[config.mk]
export PLATFORM = sky130hd
export DESIGN_NAME = rsp_pc_responder
export DESIGN_NICKNAME = d
export VERILOG_FILES = /design/src/rtl/rsp_pkg.sv /design/src/rtl/rsp_bus_master.sv /design/src/rtl/rsp_pkt_gen.sv /design/src/rtl/rsp_addr_cap.sv /design/src/rtl/rsp_pc_responder.sv
export SDC_FILE = /design/constraint.sdc
export NUM_CORES = 1
export LEC_CHECK = 0
export BUFFER_PORTS_ARGS = -buffer_cell sky130_fd_sc_hd__buf_2
export CAP_MARGIN = 0
export CORE_MARGIN = 4
export CORE_UTILIZATION = 39
export DETAILED_ROUTE_END_ITERATION = 8
export GPL_TIMING_DRIVEN = 0
export SLEW_MARGIN = 20
export SYNTH_ARGS = -nofsm -noshare
export SYNTH_HDL_FRONTEND = slang
export SYNTH_HIERARCHICAL = 1
export SYNTH_SLANG_ARGS = --single-unit
[constraint.sdc]
create_clock -name clk -period 5.8 [get_ports clk]
set_input_delay 0.29 -clock clk [delete_from_list [all_inputs] [get_ports clk]]
set_output_delay 0.29 -clock clk [all_outputs]
set_load 0.02 [all_outputs]
[src/rtl/rsp_pkg.sv]
// Shared types of the completion responder.
// Assumes: nothing beyond IEEE 1800-2017.
package rsp_pkg;
    typedef enum logic [0:0] {CH_PC = 1'b0, CH_NP = 1'b1} chan_e;

    typedef enum logic [2:0] {
        S_IDLE, S_DRAIN, S_LOOKUP, S_TXWAIT, S_TXBYTE, S_COMMIT
    } seq_e;

    typedef enum logic [1:0] {B_IDLE, B_RD, B_RDWAIT, B_WR} bus_e;
endpackage

[src/rtl/rsp_bus_master.sv]
// Single-outstanding memory-mapped master. It takes one command (read or
// write) in idle and holds it on the bus until waitrequest is low. For a
// read it then waits for readdatavalid.
// Assumes: read data arrives no earlier than the cycle after acceptance.
module rsp_bus_master import rsp_pkg::*; #(
    parameter int AW = 8,
    parameter int DW = 32
) (
    input  logic          clk,
    input  logic          rst_n,
    input  logic          go,
    input  logic          go_wr,
    input  logic [AW-1:0] go_addr,
    input  logic [DW-1:0] go_data,
    output logic          ack,
    output logic [DW-1:0] rdata,
    output logic [AW-1:0] avm_address,
    output logic          avm_read,
    output logic          avm_write,
    output logic [DW-1:0] avm_writedata,
    input  logic [DW-1:0] avm_readdata,
    input  logic          avm_readdatavalid,
    input  logic          avm_waitrequest
);
    bus_e          st;
    logic [AW-1:0] addr_q;
    logic [DW-1:0] data_q;

    // Transaction state and latched command.
    always_ff @(posedge clk) begin
        if (!rst_n) begin
            st     <= B_IDLE;
            addr_q <= '0;
            data_q <= '0;
        end else begin
            case (st)
                B_IDLE: if (go) begin
                    addr_q <= go_addr;
                    data_q <= go_data;
                    st     <= go_wr ? B_WR : B_RD;
                end
                B_RD:     if (!avm_waitrequest) st <= B_RDWAIT;
                B_RDWAIT: if (avm_readdatavalid) st <= B_IDLE;
                B_WR:     if (!avm_waitrequest) st <= B_IDLE;
                default:  st <= B_IDLE;
            endcase
        end
    end

    // Bus drive and completion strobe.
    always_comb begin
        avm_read      = (st == B_RD);
        avm_write     = (st == B_WR);
        avm_address   = addr_q;
        avm_writedata = data_q;
        rdata         = avm_readdata;
        ack           = ((st == B_RDWAIT) && avm_readdatavalid) ||
                        ((st == B_WR) && !avm_waitrequest);
    end
endmodule

[src/rtl/rsp_pkt_gen.sv]
// Produces the completion packet byte for a given position: cycle type,
// length high, length low, then the data byte on success only.
// Assumes: a one-byte data payload.
module rsp_pkt_gen #(
    parameter logic [7:0] CT_OK   = 8'h0F,
    parameter logic [7:0] CT_FAIL = 8'h0C
) (
    input  logic [1:0] idx,
    input  logic       err,
    input  logic [7:0] data,
    output logic [7:0] pkt_byte,
    output logic       last
);
    localparam logic [1:0] LAST_OK   = 2'd3;
    localparam logic [1:0] LAST_FAIL = 2'd2;

    // Byte selection per packet position.
    always_comb begin
        case (idx)
            2'd0:    pkt_byte = err ? CT_FAIL : CT_OK;
            2'd1:    pkt_byte = 8'h00;
            2'd2:    pkt_byte = err ? 8'h00 : 8'h01;
            default: pkt_byte = data;
        endcase
        last = (idx == (err ? LAST_FAIL : LAST_OK));
    end
endmodule

[src/rtl/rsp_addr_cap.sv]
// Counts drained bytes and shifts the address window into a register,
// most significant byte first. Bytes outside the window are ignored.
// Assumes: ABYTES >= 2; clr is held while no request is in progress.
module rsp_addr_cap #(
    parameter int SKIP   = 3,
    parameter int ABYTES = 4
) (
    input  logic                  clk,
    input  logic                  rst_n,
    input  logic                  clr,
    input  logic                  push,
    input  logic [7:0]            byte_in,
    output logic [8*ABYTES-1:0]   addr,
    output logic                  full
);
    localparam int            LA    = 8 * ABYTES;
    localparam int            LIMIT = SKIP + ABYTES;
    localparam int            CW    = $clog2(LIMIT + 1);
    localparam logic [CW-1:0] LO    = CW'(SKIP);
    localparam logic [CW-1:0] HI    = CW'(LIMIT);

    logic [CW-1:0] cnt;
    logic [LA-1:0] addr_q;

    // Byte counter and address shift register.
    always_ff @(posedge clk) begin
        if (!rst_n || clr) begin
            cnt    <= '0;
            addr_q <= '0;
        end else if (push) begin
            if (cnt >= LO && cnt < HI) addr_q <= {addr_q[LA-9:0], byte_in};
            if (cnt < HI) cnt <= cnt + 1'b1;
        end
    end

    assign addr = addr_q;
    assign full = (cnt == HI);
endmodule

[src/rtl/rsp_pc_responder.sv]
// Completion responder. It drains a channel's receive FIFO, looks up the
// request address, writes a completion packet into the channel's transmit
// FIFO and commits it through the control register.
// Assumes: the *_req inputs are low once the receive FIFO is drained, and
// *_tx_free stays high while the block writes a packet.
module rsp_pc_responder import rsp_pkg::*; #(
    parameter int            AW         = 8,
    parameter int            DW         = 32,
    parameter int            ADDR_BYTES = 4,
    parameter int            HDR_SKIP   = 3,
    parameter int            EMPTY_BIT  = 8,
    parameter logic [AW-1:0] PC_RX_OFS  = 'h08,
    parameter logic [AW-1:0] PC_TX_OFS  = 'h0C,
    parameter logic [AW-1:0] NP_RX_OFS  = 'h10,
    parameter logic [AW-1:0] NP_TX_OFS  = 'h14,
    parameter logic [AW-1:0] CTL_OFS    = 'h04,
    parameter logic [7:0]    PC_AVAIL   = 8'h01,
    parameter logic [7:0]    NP_AVAIL   = 8'h02,
    parameter logic [7:0]    CT_OK      = 8'h0F,
    parameter logic [7:0]    CT_FAIL    = 8'h0C
) (
    input  logic                    clk,
    input  logic                    rst_n,
    input  logic                    pc_req,
    input  logic                    np_req,
    input  logic                    pc_tx_free,
    input  logic                    np_tx_free,
    output logic [AW-1:0]           avm_address,
    output logic                    avm_read,
    output logic                    avm_write,
    output logic [DW-1:0]           avm_writedata,
    input  logic [DW-1:0]           avm_readdata,
    input  logic                    avm_readdatavalid,
    input  logic                    avm_waitrequest,
    output logic                    lk_valid,
    output logic [8*ADDR_BYTES-1:0] lk_addr,
    input  logic                    lk_ready,
    input  logic [7:0]              lk_data,
    input  logic                    lk_err,
    output logic                    busy,
    output logic                    done
);
    localparam int LA = 8 * ADDR_BYTES;

    seq_e          st;
    chan_e         ch;
    logic          pend;
    logic [1:0]    idx;
    logic          rsp_err;
    logic [7:0]    rsp_data;
    logic          done_q;

    logic          bus_go;
    logic          bus_wr;
    logic          bus_ack;
    logic [AW-1:0] bus_addr;
    logic [DW-1:0] bus_wdata;
    logic [DW-1:0] bus_rdata;
    logic [7:0]    pkt_byte;
    logic          pkt_last;
    logic          cap_full;
    logic [LA-1:0] cap_addr;
    logic          rx_empty;
    logic          rx_push;
    logic          tx_free_sel;
    logic          unused_rd;

    assign rx_empty    = bus_rdata[EMPTY_BIT];
    assign rx_push     = (st == S_DRAIN) && bus_ack && !rx_empty;
    assign tx_free_sel = (ch == CH_NP) ? np_tx_free : pc_tx_free;
    assign unused_rd   = ^bus_rdata[DW-1:EMPTY_BIT+1];

    // A new bus command whenever a bus state has nothing outstanding.
    assign bus_go = !pend && (st == S_DRAIN || st == S_TXBYTE || st == S_COMMIT);
    assign bus_wr = (st != S_DRAIN);

    // Command address and data for the current step.
    always_comb begin
        bus_addr  = '0;
        bus_wdata = '0;
        case (st)
            S_DRAIN:  bus_addr = (ch == CH_NP) ? NP_RX_OFS : PC_RX_OFS;
            S_TXBYTE: begin
                bus_addr  = (ch == CH_NP) ? NP_TX_OFS : PC_TX_OFS;
                bus_wdata = {{(DW-8){1'b0}}, pkt_byte};
            end
            S_COMMIT: begin
                bus_addr  = CTL_OFS;
                bus_wdata = {{(DW-8){1'b0}}, (ch == CH_NP) ? NP_AVAIL : PC_AVAIL};
            end
            default: ;
        endcase
    end

    // Sequencer: channel pick, drain, lookup, packet, commit.
    always_ff @(posedge clk) begin
        if (!rst_n) begin
            st       <= S_IDLE;
            ch       <= CH_PC;
            pend     <= 1'b0;
            idx      <= '0;
            rsp_err  <= 1'b0;
            rsp_data <= '0;
            done_q   <= 1'b0;
        end else begin
            done_q <= 1'b0;
            if (bus_go)  pend <= 1'b1;
            if (bus_ack) pend <= 1'b0;
            case (st)
                S_IDLE: begin
                    if (pc_req) begin
                        ch <= CH_PC;
                        st <= S_DRAIN;
                    end else if (np_req) begin
                        ch <= CH_NP;
                        st <= S_DRAIN;
                    end
                end
                S_DRAIN: if (bus_ack && rx_empty) st <= cap_full ? S_LOOKUP : S_IDLE;
                S_LOOKUP: if (lk_ready) begin
                    rsp_err  <= lk_err;
                    rsp_data <= lk_data;
                    st       <= S_TXWAIT;
                end
                S_TXWAIT: if (tx_free_sel) begin
                    idx <= '0;
                    st  <= S_TXBYTE;
                end
                S_TXBYTE: if (bus_ack) begin
                    if (pkt_last) st <= S_COMMIT;
                    else          idx <= idx + 1'b1;
                end
                S_COMMIT: if (bus_ack) begin
                    st     <= S_IDLE;
                    done_q <= 1'b1;
                end
                default: st <= S_IDLE;
            endcase
        end
    end

    assign lk_valid = (st == S_LOOKUP);
    assign lk_addr  = cap_addr;
    assign busy     = (st != S_IDLE);
    assign done     = done_q;

    rsp_bus_master #(.AW(AW), .DW(DW)) u_bus (
        .clk               (clk),
        .rst_n             (rst_n),
        .go                (bus_go),
        .go_wr             (bus_wr),
        .go_addr           (bus_addr),
        .go_data           (bus_wdata),
        .ack               (bus_ack),
        .rdata             (bus_rdata),
        .avm_address       (avm_address),
        .avm_read          (avm_read),
        .avm_write         (avm_write),
        .avm_writedata     (avm_writedata),
        .avm_readdata      (avm_readdata),
        .avm_readdatavalid (avm_readdatavalid),
        .avm_waitrequest   (avm_waitrequest)
    );

    rsp_pkt_gen #(.CT_OK(CT_OK), .CT_FAIL(CT_FAIL)) u_pkt (
        .idx      (idx),
        .err      (rsp_err),
        .data     (rsp_data),
        .pkt_byte (pkt_byte),
        .last     (pkt_last)
    );

    rsp_addr_cap #(.SKIP(HDR_SKIP), .ABYTES(ADDR_BYTES)) u_cap (
        .clk     (clk),
        .rst_n   (rst_n),
        .clr     (st == S_IDLE),
        .push    (rx_push),
        .byte_in (bus_rdata[7:0]),
        .addr    (cap_addr),
        .full    (cap_full)
    );
endmodule

# Yosys cells after proc, flatten, opt, wreduce, memory -nomap -nowiden
# Index checks and enable logic that the tools add are counted.
[totals]
reg_bits = 94
latch_bits = 0
ram_bits = 0
romBits = 0
inputBits = 50
output_inout_bits = 77
wordCells = 106
mem_count = 0
[classes]
addsub = 2
mul = 0
div = 0
magnitude_cmp = 2
n_eq_ne = 25
shift = 0
muxes = 33
bitwise = 1
reduce_logical = 31
[op_table]
columns = ["cell", "count"]
rows = [
  ["case mux 8 bit (3 select lines)", 2],
  ["two-way mux 3 bit", 8],
  ["two-way mux 2 bit", 11],
  ["!= test 2 bit, second input constant", 9],
  ["case mux 3 bit (6 select lines)", 1],
  ["case mux 8 bit (2 select lines)", 1],
  ["AND reduction 2 bit", 6],
  ["two-way mux 5 bit", 2],
  ["equality test 3 bit, second input constant", 3],
  ["case mux 2 bit (4 select lines)", 1],
  ["AND reduction 4 bit", 2],
  ["logical AND 1 bit", 7],
  ["AND reduction 7 bit", 1],
  ["equality test 2 bit, second input constant", 3],
  ["equality test 3 x 2 -> 1 bit, second input constant", 2],
  ["two-way mux 1 bit", 6],
  ["equality test 2 x 1 -> 1 bit, second input constant", 2],
  ["zero test 1 bit", 4],
  ["zero test 2 bit", 2],
  ["logical OR 1 bit", 4],
  ["!= test 2 x 1 -> 1 bit, second input constant", 2],
  ["case mux 2 bit (2 select lines)", 1],
  ["nonzero test 2 bit", 2],
  ["adder 3 x 1 -> 3 bit, second input constant", 1],
  ["other kinds (11)", 11],
]

# Longest topological paths before layout
[logic_depth]
word_depth = 6
ltp_mapped = 8

# Cells and area by module
# The synthesis kept the hierarchy.
[by_module_without_submodules]
columns = ["mod", "instances", "cells_per_inst", "area_each_um2"]
rows = [
  ["rsp_bus_master", 1, 174, 1914.3],
  ["rsp_addr_cap", 1, 133, 1366.3],
  ["rsp_pc_responder", 1, 111, 899.6],
  ["rsp_pkt_gen", 1, 16, 107.6],
]

# Least setup slack after synthesis
# OpenSTA, ideal clock, no wires.
[synth_path]
path_type = "register to register"
from = "register st[0] (netlist name)"
to = "register u_cap.addr_q[10] (netlist: u_cap/addr[10])"
setup_ps = 72
arrival_time_ps = 2057
required_ps = 5728
setup_slack_ps = 3671
stages_incl_launch_ff = 8
n_path_buf = 2
synth_period_minus_slack_ps = 2129
path_cell_list = "dfxtp_1 buf_2 nand2_1 nor3b_1 inv_1 a311oi_4 buf_6 mux2i_1"
[synth_rtl]
columns = ["element", "line_no", "source"]
rows = [
  ["to (signal assigned)", "rsp_addr_cap.sv:31", "if (cnt >= LO && cnt < HI) addr_q <= {addr_q[LA-9:0], byte_in};"],
  ["to (decl)", "rsp_addr_cap.sv:23", "logic [LA-1:0] addr_q;"],
]

==> impl_summary.txt <==
----------------------------------------------------
[Status]
  Outcome ... finished clean

[Clock network]
  TritonCTS Buffers ... 9
  Clock Sink Count ... 94
  Buffer levels on the longest clock path ... 2
  Total number of H-tree levels ... 3
  Post-CTS setup repair buffer count ... 0
  Reg clk slew, reported paths ... 0.09 ns
  Post-CTS Resized ... 0
  Cell at the root of the clock tree ... sky130_fd_sc_hd__clkbuf_8
  Source-to-sink clock delay at the later pin of the worst-skew pair ... 0.36 ns
  CTS tree ... done
  CTS hold repair buffers ... 0

[Worst setup path]
  Register-to-register setup slack ... 3.17 ns
  CP required ... 6.09 ns
  Biggest cell delay along the critical path ... a little over 0.5 ns
  Number of gates on the worst path with buffers counted ... 7
  Cells along the critical path ... buf_2 > nand2_1 > nor3b_1 > inv_1 > a311oi_4 > buf_6 > mux2i_1
  Worst Path Class, Setup ... reg -> reg
  CP endpoint kind ... flip-flop
  Worst Path Arrival ... just under 3 ns
  Launch instance of the worst register-to-register path ... st[0]$_SDFFE_PN0P_
  Endpoint of the worst register-to-register path ... u_cap/addr[26]$_SDFFE_PP0P_
  Max stage delay cell, worst path ... sky130_fd_sc_hd__a311oi_4
  Top Family by Delay on Critical Path ... buffers and inverters
  Buffer and inverter count on the worst path ... 3
  Highest fanout seen on the critical path ... 10
  Reg2Reg Depth ... 7
  Category of the worst setup path launch point ... flip-flop

[Global route]
  Tot GR Track Use ... 0.1513
  Pin count of the biggest net entering global routing ... 17
  GRT met3 Usage ... 0.05022
  Number of global-route vias before repair ... 3368
  Initial antenna violation count ... 0
  Most Crowded Layer GR ... met2
  Wire length of the first global-routing pass ... about 16 mm
  Met1 usage ... 0.1786
  Leftover overflow at the end of global routing ... 0
  Met2 Track Usage GR ... 0.2585

[Worst hold path]
  Worst Hold Path EP ... ch$_SDFFE_PN0P_
  Classification of the worst-slack hold path ... in -> reg
  Hold Path Origin ... pc_req
  Worst hold path cell count ... 2

[Timing]
  Final total negative setup slack ... 0 ns
  Slew at the pin with the worst max-slew slack ... ~0.54 ns
  Fin. Hold Viols ... 0
  Setup repair after global routing missed its margin ... no
  Part of the cycle the worst path needs ... 0.4530
  Final Max Slew Viols ... 0
  Setup-failing EPs final ... 0
  Post-route worst hold slack ... approximately 0.11 ns
  Peak Freq ... 380.6 MHz
  Tightest slew margin relative to the limit ... 0.6367
  Clock Skews ... about 0.0094 ns
  Period minus WS final ... 2.627 ns

[Synthesis]
  Synth Area per Inst ... around 10 sq um
  Mapped Area ... between 4000 and 5000 sq um
  Number of warning messages in the yosys log ... 6
  Number of standard cells after synthesis ... between 400 and 500

[Finish]
  Most common cell after layout, fill and taps aside ... sky130_fd_sc_hd__buf_2
  Net count of the finished layout ... between 500 and 600
  Fraction of layout instances using a drive strength above 1 ... 0.2696
  Highest-count cells in the layout ignoring fill and taps ... 96 x sky130_fd_sc_hd__buf_2, 94 x sky130_fd_sc_hd__dfxtp_1, 74 x sky130_fd_sc_hd__mux2i_1
  Footprint of the multi-input gates ... 2026 sq um
  Synthesis-to-layout area growth ... 22.62%
  Sequential cell area ... 1882 sq um
  Number of fillers in the final layout ... between 1000 and 1500

[Pwr]
  Static leakage power ... approximately 2.2 nW
  Power Dens Cells ... 250.4 nW/um^2
  Switching pwr ... around 0.35 mW
  Cell-internal power ... 0.9179 mW
  Combinational Power Share ... 0.140
  Share of total power consumed by net switching ... 0.2735
  Sequential share of power ... 0.538
  Share of power burned in the clock network ... 0.322
  Max VDD drop ... between 0.1 and 0.15 mV

[Placed design]
  Port buffer count ... 94
  HPWL after DPL ... approximately 6.7 mm
  GPL Wtd Cong ... 0.7379

[Floorplan]
  I/O pin count ... 127
  Die ar. ... 12260 sq um
  Horiz. Die Dim ... 110.7 microns
  Height of the chip ... between 100 and 150 microns
  Standard-cell rows ... 37
  Total core area ... around 10000 sq um
  Initial Utilization ... 0.3986

[Drt]
  WL final ... 8.901 mm
  Detail Route Antenna Nets ... 0
  Number of remaining DRC errors ... 0
  Average via count per standard cell ... ~4.7
  First-pass DRT Iterations ... 4
  Total number of vias ... 3201
  Number of DRC violations after detailed-routing iteration 0 ... 60
  Mean routed wirelength per cell ... approximately 13 microns

[Flow run]
  # Max-Cap Violations ... 0

----------------------------------------------------
## area by class of cell
| class | count | share of cell area |
|---|---|---|
| buffer | 35 | 0.05678 |
| sequential | 94 | 0.3729 |
| timing repair buffer | 94 | 0.09323 |
| tap | 136 | 0.03372 |
| clock buffer | 10 | 0.02727 |
| antenna | 1 | 0.0004959 |
| clock inverter | 6 | 0.008926 |
| multi-input combinational | 303 | 0.4014 |
| inverter | 7 | 0.005207 |
## worst max path at each step
stage | slack (ns) | startpoint | end
finish | 3.17 | st[0]$_SDFFE_PN0P_ | u_cap/addr[26]$_SDFFE_PP0P_
global route | 2.92 | st[0]$_SDFFE_PN0P_ | u_cap/addr[29]$_SDFFE_PP0P_
CTS | 3.15 | st[0]$_SDFFE_PN0P_ | u_cap/addr[26]$_SDFFE_PP0P_
detailed placement | 3.17 | st[0]$_SDFFE_PN0P_ | u_cap/addr[26]$_SDFFE_PP0P_
global placement | 3.26 | st[0]$_SDFFE_PN0P_ | u_cap/addr[27]$_SDFFE_PP0P_
floorplan | 3.67 | st[0]$_SDFFE_PN0P_ | u_cap/addr[10]$_SDFFE_PP0P_
## per-layer routing
metal  wire (microns)  up-vias
met5                0        -
met4              125        0
met3              633       10
met2             4306       79
met1             3836     1490
li1                 -     1622
## power groups by stage
stage                     Sequential (mW)  Combinational, mW  Clock (mW)
after detailed placement            0.695              0.179           0
after floorplan                     0.717              0.110           0
after global placement              0.694              0.176           0
after global routing                0.684              0.194       0.452
final                               0.680              0.176       0.407
after CTS                           0.681              0.179       0.424
## flip-flops by register name (all words and copies together) (netlist names)
signal,cells
idx,2
u_cap/cnt,3
u_cap/addr,32
ch,1
done,1
rsp_data,8
u_bus/st,2
pend,1
rsp_err,1
st,3
u_bus/avm_writedata,32
u_bus/avm_address,8
## per-stage QoR
| step | instances | utilization | power [mW] | instance area [sq um] | worst slack [ns] |
|---|---|---|---|---|---|
| 3_3_place_gp | 669 | 0.4709 | 0.8700 | 4861 | 3.264 |
| 5_1_grt | 685 | 0.4885 | 1.330 | 5044 | 2.922 |
| 2_1_floorplan | 439 | - | 0.8270 | 4220 | 3.671 |
| 4_1_cts | 685 | 0.4885 | 1.283 | 5044 | 3.155 |
| 3_5_place_dp | 669 | 0.4709 | 0.8743 | 4861 | 3.168 |
| 6_report | 686 | 0.4888 | 1.264 | 5046 | 3.173 |
## worst reg2reg max path, cell delays in order (launching register included)
cell	delay, ns
sky130_fd_sc_hd__dfxtp_1	0.50
sky130_fd_sc_hd__buf_2	0.29
sky130_fd_sc_hd__nand2_1	0.11
sky130_fd_sc_hd__nor3b_1	0.50
sky130_fd_sc_hd__inv_1	0.19
sky130_fd_sc_hd__a311oi_4	0.51
sky130_fd_sc_hd__buf_6	0.25
sky130_fd_sc_hd__mux2i_1	0.22
Note: power is estimated with default switching activity, not from simulation.
